==> src/rtl/core_tmr_pkg.sv <==
package core_tmr_pkg;
  localparam int NUM_RATES = 4;
  localparam int RATE_W    = 2;
  localparam int OVF_BITS  = 8;
  localparam int DATA_W    = 8;
  // bit positions in the control/status register
  localparam int B_OVF_FLAG = 7;
  localparam int B_RTI_FLAG = 6;
  localparam int B_OVF_EN   = 5;
  localparam int B_RTI_EN   = 4;
  localparam int B_OVF_CLR  = 3;
  localparam int B_RTI_CLR  = 2;
  localparam logic [RATE_W-1:0] RATE_RST = 2'b11;
endpackage

==> src/rtl/core_tmr_cnt.sv <==
module core_tmr_cnt
  import core_tmr_pkg::*;
#(
  parameter int CNT_W = 17
) (
  input  logic             clk_i,
  input  logic             rst_ni,
  input  logic             en_i,
  output logic [CNT_W-1:0] cnt_o,
  output logic             ovf_evt_o
);
  logic [CNT_W-1:0] cnt_q;

  always_ff @(posedge clk_i or negedge rst_ni) begin
    if (!rst_ni)   cnt_q <= '0;
    else if (en_i) cnt_q <= cnt_q + 1'b1;
  end

  assign cnt_o     = cnt_q;
  assign ovf_evt_o = en_i & (&cnt_q[OVF_BITS-1:0]);

  a_r10_hold: assert property (@(posedge clk_i) disable iff (!rst_ni)
    !en_i |=> $stable(cnt_q));
endmodule

==> src/rtl/core_tmr_tap.sv <==
module core_tmr_tap
  import core_tmr_pkg::*;
#(
  parameter int CNT_W    = 17,
  parameter int BASE_TAP = 14
) (
  input  logic              clk_i,
  input  logic              rst_ni,
  input  logic              en_i,
  input  logic [CNT_W-1:0]  cnt_i,
  input  logic [RATE_W-1:0] rate_i,
  output logic              tick_evt_o,
  output logic              tick_o
);
  logic [NUM_RATES-1:0] wrap_vec;
  logic                 tick_q;

  // stage k wraps when all bits below it are ones on an enabled cycle
  for (genvar i = 0; i < NUM_RATES; i++) begin : g_tap
    assign wrap_vec[i] = en_i & (&cnt_i[BASE_TAP+i-1:0]);
  end

  assign tick_evt_o = wrap_vec[rate_i];

  always_ff @(posedge clk_i or negedge rst_ni) begin
    if (!rst_ni) tick_q <= 1'b0;
    else         tick_q <= tick_evt_o;
  end

  assign tick_o = tick_q;

  a_r8_tick_pulse: assert property (@(posedge clk_i) disable iff (!rst_ni)
    tick_q |=> !tick_q);
  a_r10_no_tick: assert property (@(posedge clk_i) disable iff (!rst_ni)
    !en_i |=> !tick_q);
endmodule

==> src/rtl/core_tmr_reg.sv <==
module core_tmr_reg
  import core_tmr_pkg::*;
#(
  parameter int                ADDR_W   = 4,
  parameter logic [ADDR_W-1:0] REG_ADDR = '0
) (
  input  logic              clk_i,
  input  logic              rst_ni,
  input  logic [ADDR_W-1:0] addr_i,
  input  logic              wr_i,
  input  logic [DATA_W-1:0] wdata_i,
  input  logic              ovf_evt_i,
  input  logic              rti_evt_i,
  output logic [DATA_W-1:0] rdata_o,
  output logic              ovf_irq_o,
  output logic              rti_irq_o,
  output logic [RATE_W-1:0] rate_o
);
  logic              hit, wr_hit;
  logic              ovf_q, rti_q, ovf_en_q, rti_en_q;
  logic [RATE_W-1:0] rate_q;
  logic              ovf_clr, rti_clr;

  assign hit     = (addr_i == REG_ADDR);
  assign wr_hit  = wr_i & hit;
  assign ovf_clr = wr_hit & wdata_i[B_OVF_CLR];
  assign rti_clr = wr_hit & wdata_i[B_RTI_CLR];

  always_ff @(posedge clk_i or negedge rst_ni) begin
    if (!rst_ni) begin
      ovf_q    <= 1'b0;
      rti_q    <= 1'b0;
      ovf_en_q <= 1'b0;
      rti_en_q <= 1'b0;
      rate_q   <= RATE_RST;
    end else begin
      // set has priority over clear
      ovf_q <= ovf_evt_i | (ovf_q & ~ovf_clr);
      rti_q <= rti_evt_i | (rti_q & ~rti_clr);
      if (wr_hit) begin
        ovf_en_q <= wdata_i[B_OVF_EN];
        rti_en_q <= wdata_i[B_RTI_EN];
        rate_q   <= wdata_i[RATE_W-1:0];
      end
    end
  end

  always_comb begin
    rdata_o = '0;
    if (hit) begin
      rdata_o[B_OVF_FLAG]   = ovf_q;
      rdata_o[B_RTI_FLAG]   = rti_q;
      rdata_o[B_OVF_EN]     = ovf_en_q;
      rdata_o[B_RTI_EN]     = rti_en_q;
      rdata_o[RATE_W-1:0]   = rate_q;
    end
  end

  assign ovf_irq_o = ovf_q & ovf_en_q;
  assign rti_irq_o = rti_q & rti_en_q;
  assign rate_o    = rate_q;

  a_r3_ovf_source: assert property (@(posedge clk_i) disable iff (!rst_ni)
    $rose(ovf_q) |-> $past(ovf_evt_i));
  a_r9_ovf_set_wins: assert property (@(posedge clk_i) disable iff (!rst_ni)
    ovf_evt_i |=> ovf_q);
  a_r9_rti_set_wins: assert property (@(posedge clk_i) disable iff (!rst_ni)
    rti_evt_i |=> rti_q);
  a_r5_ovf_clear: assert property (@(posedge clk_i) disable iff (!rst_ni)
    (wr_i && hit && wdata_i[B_OVF_CLR] && !ovf_evt_i) |=> !ovf_q);
  a_r5_rti_clear: assert property (@(posedge clk_i) disable iff (!rst_ni)
    (wr_i && hit && wdata_i[B_RTI_CLR] && !rti_evt_i) |=> !rti_q);
  a_r11_no_write: assert property (@(posedge clk_i) disable iff (!rst_ni)
    (!wr_i || !hit) |=> $stable(rate_q) && $stable(ovf_en_q) && $stable(rti_en_q));
endmodule

==> src/rtl/core_tmr.sv <==
module core_tmr
  import core_tmr_pkg::*;
#(
  parameter int                ADDR_W   = 4,
  parameter logic [ADDR_W-1:0] REG_ADDR = 4'h8,
  parameter int                BASE_TAP = 14
) (
  input  logic              clk_i,
  input  logic              rst_ni,
  input  logic              cnt_en_i,
  input  logic [ADDR_W-1:0] addr_i,
  input  logic              wr_i,
  input  logic [7:0]        wdata_i,
  output logic [7:0]        rdata_o,
  output logic              ovf_irq_o,
  output logic              rti_irq_o,
  output logic              rti_tick_o
);
  localparam int TOP_STAGE = BASE_TAP + NUM_RATES - 1;
  localparam int CNT_W     = (TOP_STAGE > OVF_BITS) ? TOP_STAGE : OVF_BITS;

  logic [CNT_W-1:0]  cnt;
  logic              ovf_evt, rti_evt;
  logic [RATE_W-1:0] rate;

  core_tmr_cnt #(.CNT_W(CNT_W)) u_cnt (
    .clk_i     (clk_i),
    .rst_ni    (rst_ni),
    .en_i      (cnt_en_i),
    .cnt_o     (cnt),
    .ovf_evt_o (ovf_evt)
  );

  core_tmr_tap #(.CNT_W(CNT_W), .BASE_TAP(BASE_TAP)) u_tap (
    .clk_i      (clk_i),
    .rst_ni     (rst_ni),
    .en_i       (cnt_en_i),
    .cnt_i      (cnt),
    .rate_i     (rate),
    .tick_evt_o (rti_evt),
    .tick_o     (rti_tick_o)
  );

  core_tmr_reg #(.ADDR_W(ADDR_W), .REG_ADDR(REG_ADDR)) u_reg (
    .clk_i     (clk_i),
    .rst_ni    (rst_ni),
    .addr_i    (addr_i),
    .wr_i      (wr_i),
    .wdata_i   (wdata_i),
    .ovf_evt_i (ovf_evt),
    .rti_evt_i (rti_evt),
    .rdata_o   (rdata_o),
    .ovf_irq_o (ovf_irq_o),
    .rti_irq_o (rti_irq_o),
    .rate_o    (rate)
  );

  a_r8_tick_sets_flag: assert property (@(posedge clk_i) disable iff (!rst_ni)
    (rti_tick_o && addr_i == REG_ADDR) |-> rdata_o[B_RTI_FLAG]);
endmodule

==> config.mk <==
export PLATFORM = sky130hd
export DESIGN_NAME = core_tmr
export DESIGN_NICKNAME = d
export VERILOG_FILES = /design/src/rtl/core_tmr_pkg.sv /design/src/rtl/core_tmr_cnt.sv /design/src/rtl/core_tmr_tap.sv /design/src/rtl/core_tmr_reg.sv /design/src/rtl/core_tmr.sv
export SDC_FILE = /design/constraint.sdc
export NUM_CORES = 1
export LEC_CHECK = 0
export BUFFER_PORTS_ARGS = -buffer_cell sky130_fd_sc_hd__buf_2
export CORE_ASPECT_RATIO = 1.1
export CORE_MARGIN = 4
export CORE_UTILIZATION = 47
export CTS_CLUSTER_SIZE = 10
export DETAILED_ROUTE_END_ITERATION = 10
export PLACE_DENSITY = 0.78
export SLEW_MARGIN = 20
export SYNTH_ARGS = -nofsm -noshare
export SYNTH_HDL_FRONTEND = slang
export SYNTH_SLANG_ARGS = --single-unit
==> constraint.sdc <==
create_clock -name clk_i -period 1.5 [get_ports clk_i]
set_input_delay 0.225 -clock clk_i [delete_from_list [all_inputs] [get_ports clk_i]]
set_output_delay 0.225 -clock clk_i [all_outputs]
set_load 0.01 [all_outputs]
==> summary.md <==
| Metric | Value |
|---|---|
| Final hold viol count | 0 |
| Final setup fails | 2 |
| Num ports | 27 |
| Vias in the first global route | 886 |
| Crit. End Element | register |
| Core Area | 0.002297 mm^2 |
| Min Hold Slack | 139.9 ps |
| Clock Latency Late Sink | 310 ps |
| Area of the multi-input gates | 559.3 um^2 |
| Largest net degree at the start of global routing | 25 |
| Ys Warns | 0 |
| Root Driver | clkbuf_4 |
| # DRC | 0 |
| Fillers | 187 |
| Worst path max stage delay | 430 ps |
| CTS max path bufs | 2 |
| Post-synthesis sequential area ratio | 0.5216 |
| Fin crit period | 1616 ps |
| Antenna Cells | 0 |
| CP startpoint kind | register |
| DP Wirelength | 1778 um |
| Final Max Slew Viols | 0 |
| Antenna Nets Post-Route | 0 |
| Crit path max-delay cell type | dfrtp_1 |
| Die span in x | 55.29 um |
| Reg clk slew, reported paths | 120 ps |
| Final Instance Count excl. Fillers | 177 |
| Post-synthesis cell area | 0.001156 mm^2 |
| GRT overflow | 0 |
| Status | complete, but fails checks |
| Die span in y | 60.02 um |
| Initial antenna violation count | 0 |
| Die ar. | 0.003318 mm^2 |
| Worst path arrival time | 1820 ps |
| Worst-Margin Slew | 510.5 ps |
| Netlist cell types | 26 |
| Setup tns final | -159.9 ps |
| Static power due to leakage | 0.0008276 uW |
| Crit-path max FO | 2 |
| Setup Crit Path Kind | reg2reg |
| Gp weighted congestion | 0.7605 |
| VDD IR-drop max | 1126 uV |
| First-pass GRT wire length | 3781 um |
| Fin area | 0.001536 mm^2 |
| Overall power | 1682 uW |
| Via count | 877 |
| Vias per std cell | 4.955 |
| Max frequency | 618.9 MHz |
| Layout area overhead | 32.90% |
| Placed inst area | 0.001444 mm^2 |
| Num rows | 18 |
| H-tree depth | 1 |
| Initial detailed-routing violation count | 9 |
| Max Cap Viol | 0 |
| Initial DRT Pass Iterations | 4 |
| Clock Sinks | 24 |
| Clock skew | 1.213 ps |
| Failing checks | setup timing |
| CP delay by family, top | simple AND/OR/NAND/NOR gates |
| Unrepaired setup endpoints after global routing | yes |
| Sequential Area | 603.1 um^2 |
| Cells after Synth | 99 |
| Cell Chain, Critical Path | nand4_4 -> nor4_4 -> and4_1 -> ha_1 -> mux2_4 |
| CTS buffer count | 3 |
| Share of cells above drive strength 1 | 0.4286 |
| Wire per inst | 12.47 um |
| CP required | 1710 ps |
| Total routed wirelength | 2208 um |
| FF+latch count, synth | 24 |
| GRT Util Overall | 0.1476 |
| CTS tree | done |
| Count of input and output buffers | 22 |
| Initial Util | 0.5033 |
| Final Worst Setup Slack | -115.8 ps |
| Slew margin rel. | 0.6597 |
| CP bufs+invs | 0 |
| Syn Area/Cell | 11.68 um^2 |
| Inst Count DP | 171 |
| Final #Nets | 166 |
| PwrDens | 1095 mW/mm^2 |
| Hold Crit Class | in2reg |
| Final period utilization | 1.077 |
[through the flow]
| step | setup WS (ps) | util |
|---|---|---|
| final | -115.8 | 0.6688 |
| after global routing | -166.7 | 0.6688 |
| after detailed placement | -76.03 | 0.6285 |
| after CTS | -91.19 | 0.6547 |
| after global placement | -83.57 | 0.6285 |
| after floorplan | -24.56 | - |
[path summary, 6_finish.rpt]
path	slack (ps)	endpoint	cells past startpoint	startpoint
max	-120	u_cnt.cnt_o[16]	5	u_cnt.cnt_o[4]
min	140	u_reg.rti_en_q	2	wdata_i[4]
max reg2reg	-120	u_cnt.cnt_o[16]	5	u_cnt.cnt_o[4]
max in group asynchronous	730	u_reg.rate_o[1]	2	rst_ni
min reg2reg	500	u_reg.ovf_q	1	u_reg.ovf_q
min in group asynchronous	400	u_reg.rti_en_q	2	rst_ni
[state kept, by name (all words and copies together), names as in the netlist]
| signal | cells |
|---|---|
| u_cnt.cnt_o | 17 |
| u_reg.rate_o | 2 |
| u_tap.tick_o | 1 |
| u_reg.rti_q | 1 |
| u_reg.ovf_en_q | 1 |
| u_reg.rti_en_q | 1 |
| u_reg.ovf_q | 1 |
[layout make-up]
class                           count  share of cell area
Clock buffer                        4             0.02362
Inverter                            2            0.004886
Multi-Input combinational cell     71              0.3640
Sequential cell                    24              0.3925
Tap cell                           30             0.02443
Timing Repair Buffer               46              0.1906
[placed cells by master (no fill, tap or decap), drive strengths merged]
cell type / count
nor4: 3
conb: 2
o22ai: 1
buf: 45
dfrtp: 22
a21o: 1
and2: 8
and4: 1
xnor2: 8
clkbuf: 4
nor4b: 1
dlygate4sd3: 1
nor3: 2
xor2: 7
mux2: 6
nand4: 5
or4: 1
nor2: 3
ha: 2
dfstp: 2
nand2: 10
inv: 2
and3: 2
nand3: 7
a21boi: 1
[synthesized netlist by cell type]
cell type / instances / area (um^2)
clkbuf_8: 1 / 13.76
or4_4: 1 / 11.26
ha_1: 2 / 25.02
nor2_2: 1 / 6.260
nor3_1: 2 / 10.01
nand4_4: 1 / 21.27
and3_1: 2 / 12.51
nor4b_4: 1 / 23.77
nor4_1: 3 / 18.77
xnor2_1: 8 / 70.07
dfrtp_1: 22 / 550.5
and2_1: 8 / 50.05
buf_4: 2 / 15.01
a21boi_0: 1 / 7.510
mux2_2: 6 / 67.56
and4_1: 1 / 8.760
nand2_1: 10 / 37.54
dfstp_2: 2 / 52.55
xor2_1: 7 / 61.31
nand3_1: 7 / 35.03
nor2_1: 2 / 7.510
conb_1: 1 / 3.750
nand4_1: 4 / 25.02
a21o_1: 1 / 7.510
inv_1: 2 / 7.510
o22ai_1: 1 / 6.260
[report_power, final]
part / switching (uW) / internal (uW)
combinational: 219 / 279
sequential: 86.8 / 769
clock: 180 / 148
[what timing repair did]
action	in CTS	in global routing
setup endpoints to repair	2	6
hold endpoints to repair	22	0
resized for setup	1	5
buffers inserted	1	0
hold buffers	1	0
pin swaps	1	3
[kinds of logic (layout without fill, tap and decap cells)]
| logic type | Yosys count | after routing | synth area share |
|---|---|---|---|
| muxes | 6 | 6 | 0.05844 |
| buffers and inverters | 5 | 52 | 0.03138 |
| DFF | 24 | 24 | 0.5216 |
| other | 1 | 2 | 0.003244 |
| and+or+nand+nor | 43 | 43 | 0.2316 |
| xor gates and xnor gates | 15 | 15 | 0.1136 |
| adders and majority gates | 2 | 2 | 0.02164 |
| AOI/OAI and AO/OA | 3 | 3 | 0.01841 |
[layer usage]
metal | share of wire | GRT usage
met1 | 0.41 | 0.1593
met2 | 0.53 | 0.2635
met3 | 0.047 | 0.04104
met4 | 0.017 | 0.08333
met5 | 0 | 0
Power figures use the tool's default switching activity.
